File: src/rtl/cms_pkg.sv
package cms_pkg;
    typedef enum logic {
        CH_VOLT = 1'b0,
        CH_CUR  = 1'b1
    } chan_e;
endpackage

File: src/rtl/cms_window_ctr.sv
module cms_window_ctr
    import cms_pkg::*;
#(
    parameter int PER_WIN = 9
) (
    input  logic  clk,
    input  logic  rst_n,
    input  logic  prd_end_i,
    output chan_e chan_o,
    output logic  acc_en_o,
    output logic  win_last_o,
    output logic  busy_o
);
    localparam int CW = $clog2(PER_WIN);
    localparam logic [CW-1:0] LAST = CW'(PER_WIN - 1);

    typedef struct packed {
        logic [CW-1:0] cnt;
        chan_e         chan;
    } win_t;

    win_t win_d, win_q;

    always_comb begin
        win_d = win_q;
        if (prd_end_i) begin
            if (win_q.cnt == LAST) begin
                win_d.cnt  = '0;
                win_d.chan = (win_q.chan == CH_VOLT) ? CH_CUR : CH_VOLT;
            end else begin
                win_d.cnt = win_q.cnt + 1'b1;
            end
        end
    end

    always_ff @(posedge clk) begin
        if (!rst_n) begin
            win_q.cnt  <= '0;
            win_q.chan <= CH_VOLT;
        end else begin
            win_q <= win_d;
        end
    end

    assign chan_o     = win_q.chan;
    assign acc_en_o   = prd_end_i && (win_q.cnt != '0);
    assign win_last_o = prd_end_i && (win_q.cnt == LAST);
    assign busy_o     = (win_q.cnt != '0);

    // the channel only flips on the strobe that closes a window
    assert_chan_flip_at_last_R2: assert property (@(posedge clk) disable iff (!rst_n)
        !$stable(win_q.chan) |-> $past(win_last_o));
endmodule

File: src/rtl/cms_accum.sv
module cms_accum
    import cms_pkg::*;
#(
    parameter int ADC_W    = 12,
    parameter int DLY_W    = 16,
    parameter int AVG_LOG2 = 3
) (
    input  logic             clk,
    input  logic             rst_n,
    input  logic             acc_en_i,
    input  logic             last_i,
    input  chan_e            chan_i,
    input  logic [ADC_W-1:0] pos_i,
    input  logic [ADC_W-1:0] neg_i,
    input  logic [DLY_W-1:0] dly_i,
    output logic             done_o,
    output chan_e            done_chan_o,
    output logic [ADC_W-1:0] amp_avg_o,
    output logic [DLY_W-1:0] dly_avg_o
);
    localparam int AS_W = ADC_W + AVG_LOG2 + 1;
    localparam int DS_W = DLY_W + AVG_LOG2;

    typedef struct packed {
        logic [AS_W-1:0]  amp_sum;
        logic [DS_W-1:0]  dly_sum;
        logic             done;
        chan_e            chan;
        logic [ADC_W-1:0] amp_avg;
        logic [DLY_W-1:0] dly_avg;
    } acc_t;

    acc_t acc_d, acc_q;
    logic [AS_W-1:0] amp_next;
    logic [DS_W-1:0] dly_next;

    always_comb begin
        amp_next   = acc_q.amp_sum + AS_W'(pos_i) + AS_W'(neg_i);
        dly_next   = acc_q.dly_sum + DS_W'(dly_i);
        acc_d      = acc_q;
        acc_d.done = 1'b0;
        if (acc_en_i) begin
            if (last_i) begin
                acc_d.amp_avg = ADC_W'(amp_next >> (AVG_LOG2 + 1));
                acc_d.dly_avg = DLY_W'(dly_next >> AVG_LOG2);
                acc_d.chan    = chan_i;
                acc_d.done    = 1'b1;
                acc_d.amp_sum = '0;
                acc_d.dly_sum = '0;
            end else begin
                acc_d.amp_sum = amp_next;
                acc_d.dly_sum = dly_next;
            end
        end
    end

    always_ff @(posedge clk) begin
        if (!rst_n) begin
            acc_q      <= '0;
            acc_q.chan <= CH_VOLT;
        end else begin
            acc_q <= acc_d;
        end
    end

    assign done_o      = acc_q.done;
    assign done_chan_o = acc_q.chan;
    assign amp_avg_o   = acc_q.amp_avg;
    assign dly_avg_o   = acc_q.dly_avg;

    // a window completion is flagged for exactly one cycle
    assert_done_single_R9: assert property (@(posedge clk) disable iff (!rst_n)
        done_o |=> !done_o);
endmodule

File: src/rtl/cms_gain_ctl.sv
module cms_gain_ctl
    import cms_pkg::*;
#(
    parameter int ADC_W  = 12,
    parameter int LO_THR = 273,
    parameter int HI_THR = 1589
) (
    input  logic             clk,
    input  logic             rst_n,
    input  logic             done_i,
    input  chan_e            done_chan_i,
    input  logic [ADC_W-1:0] amp_avg_i,
    output logic             gain_hi_o
);
    localparam logic [ADC_W-1:0] LO = ADC_W'(LO_THR);
    localparam logic [ADC_W-1:0] HI = ADC_W'(HI_THR);

    logic gain_d, gain_q;

    always_comb begin
        gain_d = gain_q;
        if (done_i && done_chan_i == CH_CUR) begin
            if (!gain_q && amp_avg_i < LO)
                gain_d = 1'b1;
            else if (gain_q && amp_avg_i > HI)
                gain_d = 1'b0;
        end
    end

    always_ff @(posedge clk) begin
        if (!rst_n) gain_q <= 1'b0;
        else        gain_q <= gain_d;
    end

    assign gain_hi_o = gain_q;

    // range moves only after a completed current window
    assert_gain_moves_after_cur_R7: assert property (@(posedge clk) disable iff (!rst_n)
        !$stable(gain_q) |-> $past(done_i && done_chan_i == CH_CUR));
    // entering high gain needs a small average
    assert_gain_rise_low_amp_R7: assert property (@(posedge clk) disable iff (!rst_n)
        $rose(gain_q) |-> ($past(amp_avg_i) < LO));
endmodule

File: src/rtl/chan_meas_seq.sv
module chan_meas_seq
    import cms_pkg::*;
#(
    parameter int ADC_W    = 12,
    parameter int DLY_W    = 16,
    parameter int RES_W    = 16,
    parameter int AVG_LOG2 = 3,
    parameter int SETTLE   = 1,
    parameter int LO_THR   = 273,
    parameter int HI_THR   = 1589
) (
    input  logic               clk,
    input  logic               rst_n,
    input  logic               prd_end_i,
    input  logic [ADC_W-1:0]   pos_peak_i,
    input  logic [ADC_W-1:0]   neg_peak_i,
    input  logic [DLY_W-1:0]   dly_i,
    output logic               chan_sel_o,
    output logic               gain_hi_o,
    output logic               busy_o,
    output logic               res_valid_o,
    output logic [RES_W-1:0]   volt_res_o,
    output logic [RES_W-1:0]   cur_res_o,
    output logic signed [DLY_W:0] phase_o
);
    localparam int PER_WIN = SETTLE + (1 << AVG_LOG2);

    chan_e            chan;
    logic             acc_en, win_last, done, cur_gain;
    chan_e            done_chan;
    logic [ADC_W-1:0] amp_avg;
    logic [DLY_W-1:0] dly_avg;

    cms_window_ctr #(.PER_WIN(PER_WIN)) i_win (
        .clk(clk), .rst_n(rst_n), .prd_end_i(prd_end_i),
        .chan_o(chan), .acc_en_o(acc_en), .win_last_o(win_last), .busy_o(busy_o));

    cms_accum #(.ADC_W(ADC_W), .DLY_W(DLY_W), .AVG_LOG2(AVG_LOG2)) i_acc (
        .clk(clk), .rst_n(rst_n), .acc_en_i(acc_en), .last_i(win_last),
        .chan_i(chan), .pos_i(pos_peak_i), .neg_i(neg_peak_i), .dly_i(dly_i),
        .done_o(done), .done_chan_o(done_chan), .amp_avg_o(amp_avg), .dly_avg_o(dly_avg));

    cms_gain_ctl #(.ADC_W(ADC_W), .LO_THR(LO_THR), .HI_THR(HI_THR)) i_gain (
        .clk(clk), .rst_n(rst_n), .done_i(done), .done_chan_i(done_chan),
        .amp_avg_i(amp_avg), .gain_hi_o(cur_gain));

    typedef struct packed {
        logic [ADC_W-1:0]   v_amp;
        logic [DLY_W-1:0]   v_dly;
        logic               v_seen;
        logic [RES_W-1:0]   volt;
        logic [RES_W-1:0]   cur;
        logic signed [DLY_W:0] phase;
        logic               valid;
    } res_t;

    res_t res_d, res_q;
    logic [RES_W-1:0] cur_word;

    always_comb begin
        cur_word            = RES_W'(amp_avg);
        cur_word[RES_W-1]   = cur_gain;
        res_d               = res_q;
        res_d.valid         = 1'b0;
        if (done && done_chan == CH_VOLT) begin
            res_d.v_amp  = amp_avg;
            res_d.v_dly  = dly_avg;
            res_d.v_seen = 1'b1;
        end else if (done && done_chan == CH_CUR && res_q.v_seen) begin
            res_d.volt   = RES_W'(res_q.v_amp);
            res_d.cur    = cur_word;
            res_d.phase  = $signed({1'b0, res_q.v_dly}) - $signed({1'b0, dly_avg});
            res_d.valid  = 1'b1;
            res_d.v_seen = 1'b0;
        end
    end

    always_ff @(posedge clk) begin
        if (!rst_n) res_q <= '0;
        else        res_q <= res_d;
    end

    assign chan_sel_o  = chan;
    assign gain_hi_o   = (chan == CH_VOLT) ? 1'b1 : cur_gain;
    assign res_valid_o = res_q.valid;
    assign volt_res_o  = res_q.volt;
    assign cur_res_o   = res_q.cur;
    assign phase_o     = res_q.phase;

    // result words only move with the valid pulse
    assert_results_atomic_R9: assert property (@(posedge clk) disable iff (!rst_n)
        (!$stable(volt_res_o) || !$stable(cur_res_o) || !$stable(phase_o)) |-> res_valid_o);
    // the valid pulse lasts one cycle
    assert_valid_pulse_R9: assert property (@(posedge clk) disable iff (!rst_n)
        res_valid_o |=> !res_valid_o);
    // no result is published while sums are being built
    assert_valid_not_busy_R10: assert property (@(posedge clk) disable iff (!rst_n)
        res_valid_o |-> !busy_o);
endmodule

File: config.mk
export PLATFORM = sky130hd
export DESIGN_NAME = chan_meas_seq
export DESIGN_NICKNAME = d
export VERILOG_FILES = /design/src/rtl/cms_pkg.sv /design/src/rtl/cms_window_ctr.sv /design/src/rtl/cms_accum.sv /design/src/rtl/cms_gain_ctl.sv /design/src/rtl/chan_meas_seq.sv
export SDC_FILE = /design/constraint.sdc
export NUM_CORES = 1
export LEC_CHECK = 0
export ABC_AREA = 1
export BUFFER_PORTS_ARGS = -buffer_cell sky130_fd_sc_hd__buf_2
export CORE_ASPECT_RATIO = 0.75
export CORE_MARGIN = 3
export CORE_UTILIZATION = 45
export CTS_BUF_LIST = sky130_fd_sc_hd__clkbuf_4 sky130_fd_sc_hd__clkbuf_8 sky130_fd_sc_hd__clkbuf_16
export CTS_CLUSTER_SIZE = 16
export DETAILED_ROUTE_END_ITERATION = 7
export PLACE_DENSITY = 0.61
export SYNTH_ARGS = -nofsm -noshare
export SYNTH_HDL_FRONTEND = slang
export SYNTH_HIERARCHICAL = 1
export SYNTH_SLANG_ARGS = --single-unit
File: constraint.sdc
create_clock -name clk -period 2.8 [get_ports clk]
set_input_delay 0.14 -clock clk [delete_from_list [all_inputs] [get_ports clk]]
set_output_delay 0.14 -clock clk [all_outputs]
set_load 0.02 [all_outputs]
=== Word-level counts from Yosys, hierarchy flattened ===
Index checks and enable logic that the tools add are counted.

* Register bits: 143
* Bits of input ports: 43
* Output and inout bits: 53
* Logic and storage cells: 53

* Add/subtract/negate cells: 5
* $lt $le $gt $ge: 2
* Equal/unequal tests: 1
* Muxes and demuxes: 9
* Bitwise logic cells: 3
* Reduce and logical (&&, ||, !) cells: 17

{| class="wikitable"
|+ Operators by type and width
! operator !! count
|-
| $mux 51 || 1
|-
| $mux 35 || 1
|-
| $add 16x12->16 || 2
|-
| $mux 30 || 1
|-
| $add 19x16->19 || 1
|-
| $sub 16x16->17 || 1
|-
| $gt 12x11->1 const B || 1
|-
| $lt 12x9->1 const B || 1
|-
| $reduce_and 2->1 || 5
|-
| $logic_and 1x1->1 || 7
|-
| $mux 1 || 5
|-
| $add 4x1->4 const B || 1
|-
| $eq 4x4->1 const B || 1
|-
| $mux 4 || 1
|-
| $reduce_bool 2->1 || 2
|-
| $reduce_bool 4->1 || 1
|-
| $not 1->1 || 3
|-
| $reduce_or 2->1 || 1
|-
| $logic_not 1->1 || 1
|}

=== Depth between registers and ports, before layout ===
* Depth in word-level cells: 4
* Mapped depth: 16
* Depth with buffers taken out: 16

=== Hierarchy ===
The synthesis kept the hierarchy.

{| class="wikitable"
|+ By module, submodules not included
! module !! times used !! cells each !! area an instance (um^2) !! sequential area each (um^2)
|-
| cms_accum || 1 || 672 || 4508.1 || 1301.2
|-
| chan_meas_seq || 1 || 564 || 3946.3 || 1441.4
|-
| cms_window_ctr || 1 || 40 || 277.8 || 100.1
|-
| cms_gain_ctl || 1 || 35 || 175.2 || 20.0
|}

=== Worst setup path after synthesis ===
Ideal clock, no wire load.

* Path kind: register to register
* From: register i_acc/acc_q[50] (netlist name)
* To: register i_acc.acc_q (netlist bit i_acc/amp_avg_o[11])
* Setup time: 0.116 ns
* Arrival time: 2.147 ns
* Data required time: 2.684 ns
* Slack: 0.538 ns
* Cell stages (with the launch flop): 16
* Buffers on the path: 0
* Clock period less this slack: 2.262 ns
* Cells stage by stage: dfxtp_1 > inv_1 > fa_1 > inv_1 > ha_1 > fa_1 > nand3_1 > nand2_1 > nand2_1 > nand2_1 > nand2_1 > nand2_1 > nand2_1 > nand2_1 > o21ai_0 > inv_1

* Longest elaborated chain between the ends: 2

{| class="wikitable"
|+ RTL lines
! element !! line !! RTL
|-
| start, declared || cms_accum.sv:33 || <nowiki>acc_t acc_d, acc_q;</nowiki>
|-
| $add 16x12->16 (2 in series) || cms_accum.sv:38 || <nowiki>amp_next = acc_q.amp_sum + AS_W'(pos_i) + AS_W'(neg_i);</nowiki>
|}

No other way between the ends.
A chain may end at the register's enable or synchronous reset.

=== Final worst setup path ===
Ends and elaborated chain as after synthesis.

==> run metrics <==
Die Y=128 um; CTS tree=done; largest family of logic cells by synthesized area=simple AND/OR/NAND/NOR gates; final worst-path cycle share=between 80% and 90%; FILL cells=slightly below 2k; post-synthesis cell type count=39; # rows=43; outcome=completed; Starting Density=around 47%; GR Overflow Total=0; DRC violations left=0; total placed cells including tap cells=1549; clock-pin transition on the worst setup and hold timing paths=about 0.070 ns; RePlAce Congestion=0.869; Vias=roughly 7.7k; clk root buf=clkbuf_16; simple-gate portion of the synthesized area=between 20 and 30%; Via density=a little under 5; largest net degree at the start of global routing=49; GRT Overall Usage=just under 20%; mux cell area share after synthesis=0%; clock buffer depth=2; endpoints failing hold=0; TritonCTS Buffers=17; diode count=0; Worst EP required=around 3.1 ns; Worst setup SP type=flop; number of global-route vias before repair=7246; antenna violations before repair=0; Setup TNS=0 ns; Detail Placement HPWL=roughly 15 mm; Max Cap Viol=0; Post-CTS Setup Repair Bufs=0; Worst Path Max Fanout=3; Worst setup EP type=flop; Hold Buf Count CTS=0; crit path setup slack, layout=0.360 ns; Post-Syn Instances=1311; fraction of registers with async set/reset=0%; nets=about 1.4k; WL per Instance=about 13 um; Iteration-0 DRC Markers=550; Top FF cell, synth=dfxtp_1; Worst-Margin Slew=0.566 ns; Sink Count=143; proportion of layout cells with a drive suffix above 1=13.7%; PostCTS Resize Cnt=0; leak pwr=4.89 nW; max_slew headroom=approximately 62%; Synth-to-Final Area Change=7.91%; fin crit period=2.44 ns; Slew Viols, Final=0; # IOs=96; average cell area after synthesis=6.79 um2; final std cells w/o fill=1581; fmax=between 400 and 500 MHz; H-tree depth=4; WL final=20.1 mm; synthesized cell area=about 0.0089 mm2; commonest non-fill, non-tap cell in the layout=nand2_1; yosys warns=6; final setup fails=0; Final Skew=around 0.013 ns; Critical Path AT=~2.8 ns; Post-Synth XOR/XNOR Area=1.67%; Setup WS pre-CTS=roughly 0.36 ns; post-route ant nets=0; compound-cell area share of the yosys netlist=about an eighth; worst-skew pair later-pin latency=about 0.42 ns; first-pass GRT wire length=34.5 mm; Synth Register Bits=143; Core ar.=0.0189 mm2; unrepaired setup endpoints after global routing=false; Post-synth EDFFs=0; Die Wd=about 170 um; Hold WS=about 0.064 ns; min-delay worst type=in -> reg; Post-Synth Adder-Cell Area=9.83%; power density cells=between 500 and 600 mW/mm2; Worst VDD drop=between 0.2 and 0.3 mV; die footprint=0.0215 mm2; Worst Setup Path Type=reg -> reg; IO Port Bufs=between 80 and 90; most frequent cells in the layout=nand2_1, inv_1, dfxtp_1; drt pass-1 iters=5; Seq/Total Area, Yosys=approximately a third
==> per-stage QoR <==
| step | utilization [%] | area (um2) | total power, W |
|---|---|---|---|
| after floorplan | - | 8930 | 0.00290 |
| after global placement | 47.6 | 9020 | 0.00314 |
| after detailed placement | 47.6 | 9020 | 0.00315 |
| after CTS | 50.8 | 9610 | 0.00549 |
| after global routing | 50.8 | 9610 | 0.00573 |
| final | 50.8 | 9610 | 0.00543 |
==> critical path, cell delays in order (launching register included) <==
cell     delay, ns
dfxtp_1       0.33
inv_1         0.05
fa_1          0.47
inv_1         0.04
ha_1          0.22
fa_1          0.41
nand3_1       0.10
nand2_1       0.10
nand2_1       0.07
nand2_1       0.08
nand2_1       0.09
nand2_1       0.06
nand2_1       0.05
nand2_1       0.06
o21ai_0       0.13
inv_1         0.05
==> final cells by class <==
class / count / area [um2] / share of cell area, %
Multi-Input combinational cell: 885 / 4660 / 48.5
Inverter: 175 / 657 / 6.83
Clock inverter: 15 / 164 / 1.71
Clock buffer: 17 / 425 / 4.43
Sequential cell: 143 / 2860 / 29.8
Timing Repair Buffer: 99 / 536 / 5.57
Tap cell: 247 / 309 / 3.22
==> path summary, 6_finish.rpt <==
path | slack, ns | startpoint | endpoint | depth (start not counted)
worst min-delay path | 0.06 | rst_n | i_win/chan_o | 3
worst max register to register | 0.36 | i_acc/acc_q[50] | i_acc/amp_avg_o[11] | 15
worst max-delay path | 0.36 | i_acc/acc_q[50] | i_acc/amp_avg_o[11] | 15
worst min register to register | 0.46 | res_q[51] | res_q[51] | 2
==> power breakdown <==
group / internal [W] / switching (W)
Combinational: 0.000350 / 0.000636
Clock: 0.00128 / 0.00104
Sequential: 0.00209 / 0.0000373
==> synthesized netlist by cell type, types with 4 or more instances <==
cell type,number,area share (%)
nand2_1,366,15
inv_1,163,6.9
dfxtp_1,143,32
nor2_1,117,4.9
a21oi_1,116,6.5
buf_4,81,6.8
nand3_1,58,3.3
o21ai_0,58,3.3
ha_1,46,6.5
buf_2,16,0.90
fa_1,15,3.4
clkbuf_1,14,0.59
nand2_2,14,0.98
xor2_1,13,1.3
inv_2,12,0.51
o21a_1,8,0.67
nor2_2,7,0.49
a21oi_2,6,0.59
nand3_2,6,0.67
o211ai_1,6,0.51
nand4_1,5,0.35
o21ai_1,5,0.28
o21bai_1,5,0.42
nand3b_1,4,0.34
xnor2_1,4,0.39
==> flip-flops by register name, summed over array words and instances, names as in the netlist <==
register / cells
i_acc/dly_avg_o: 16
i_acc/done_o: 1
cur_res_o: 13
phase_o: 17
i_acc/amp_avg_o: 12
res_valid_o: 1
volt_res_o: 12
i_win/chan_o: 1
res_q: 29
i_acc/acc_q: 35
i_acc/done_chan_o: 1
i_gain/gain_hi_o: 1
i_win/win_q: 4
==> logic make-up after synthesis <==
group,Yosys count
other,1
buffers and inverters,289
adders and majority gates,61
xor gates and xnor gates,17
DFF,143
and+or+nand+nor,591
AOI/OAI and AO/OA,209
==> per-layer routing <==
metal,global-route usage [%],share of wire [%]
met1,26.7,50
met2,31.7,45
met3,3.55,3.3
met4,4.43,0.73
met5,0,0
Power figures use the tool's default switching activity.
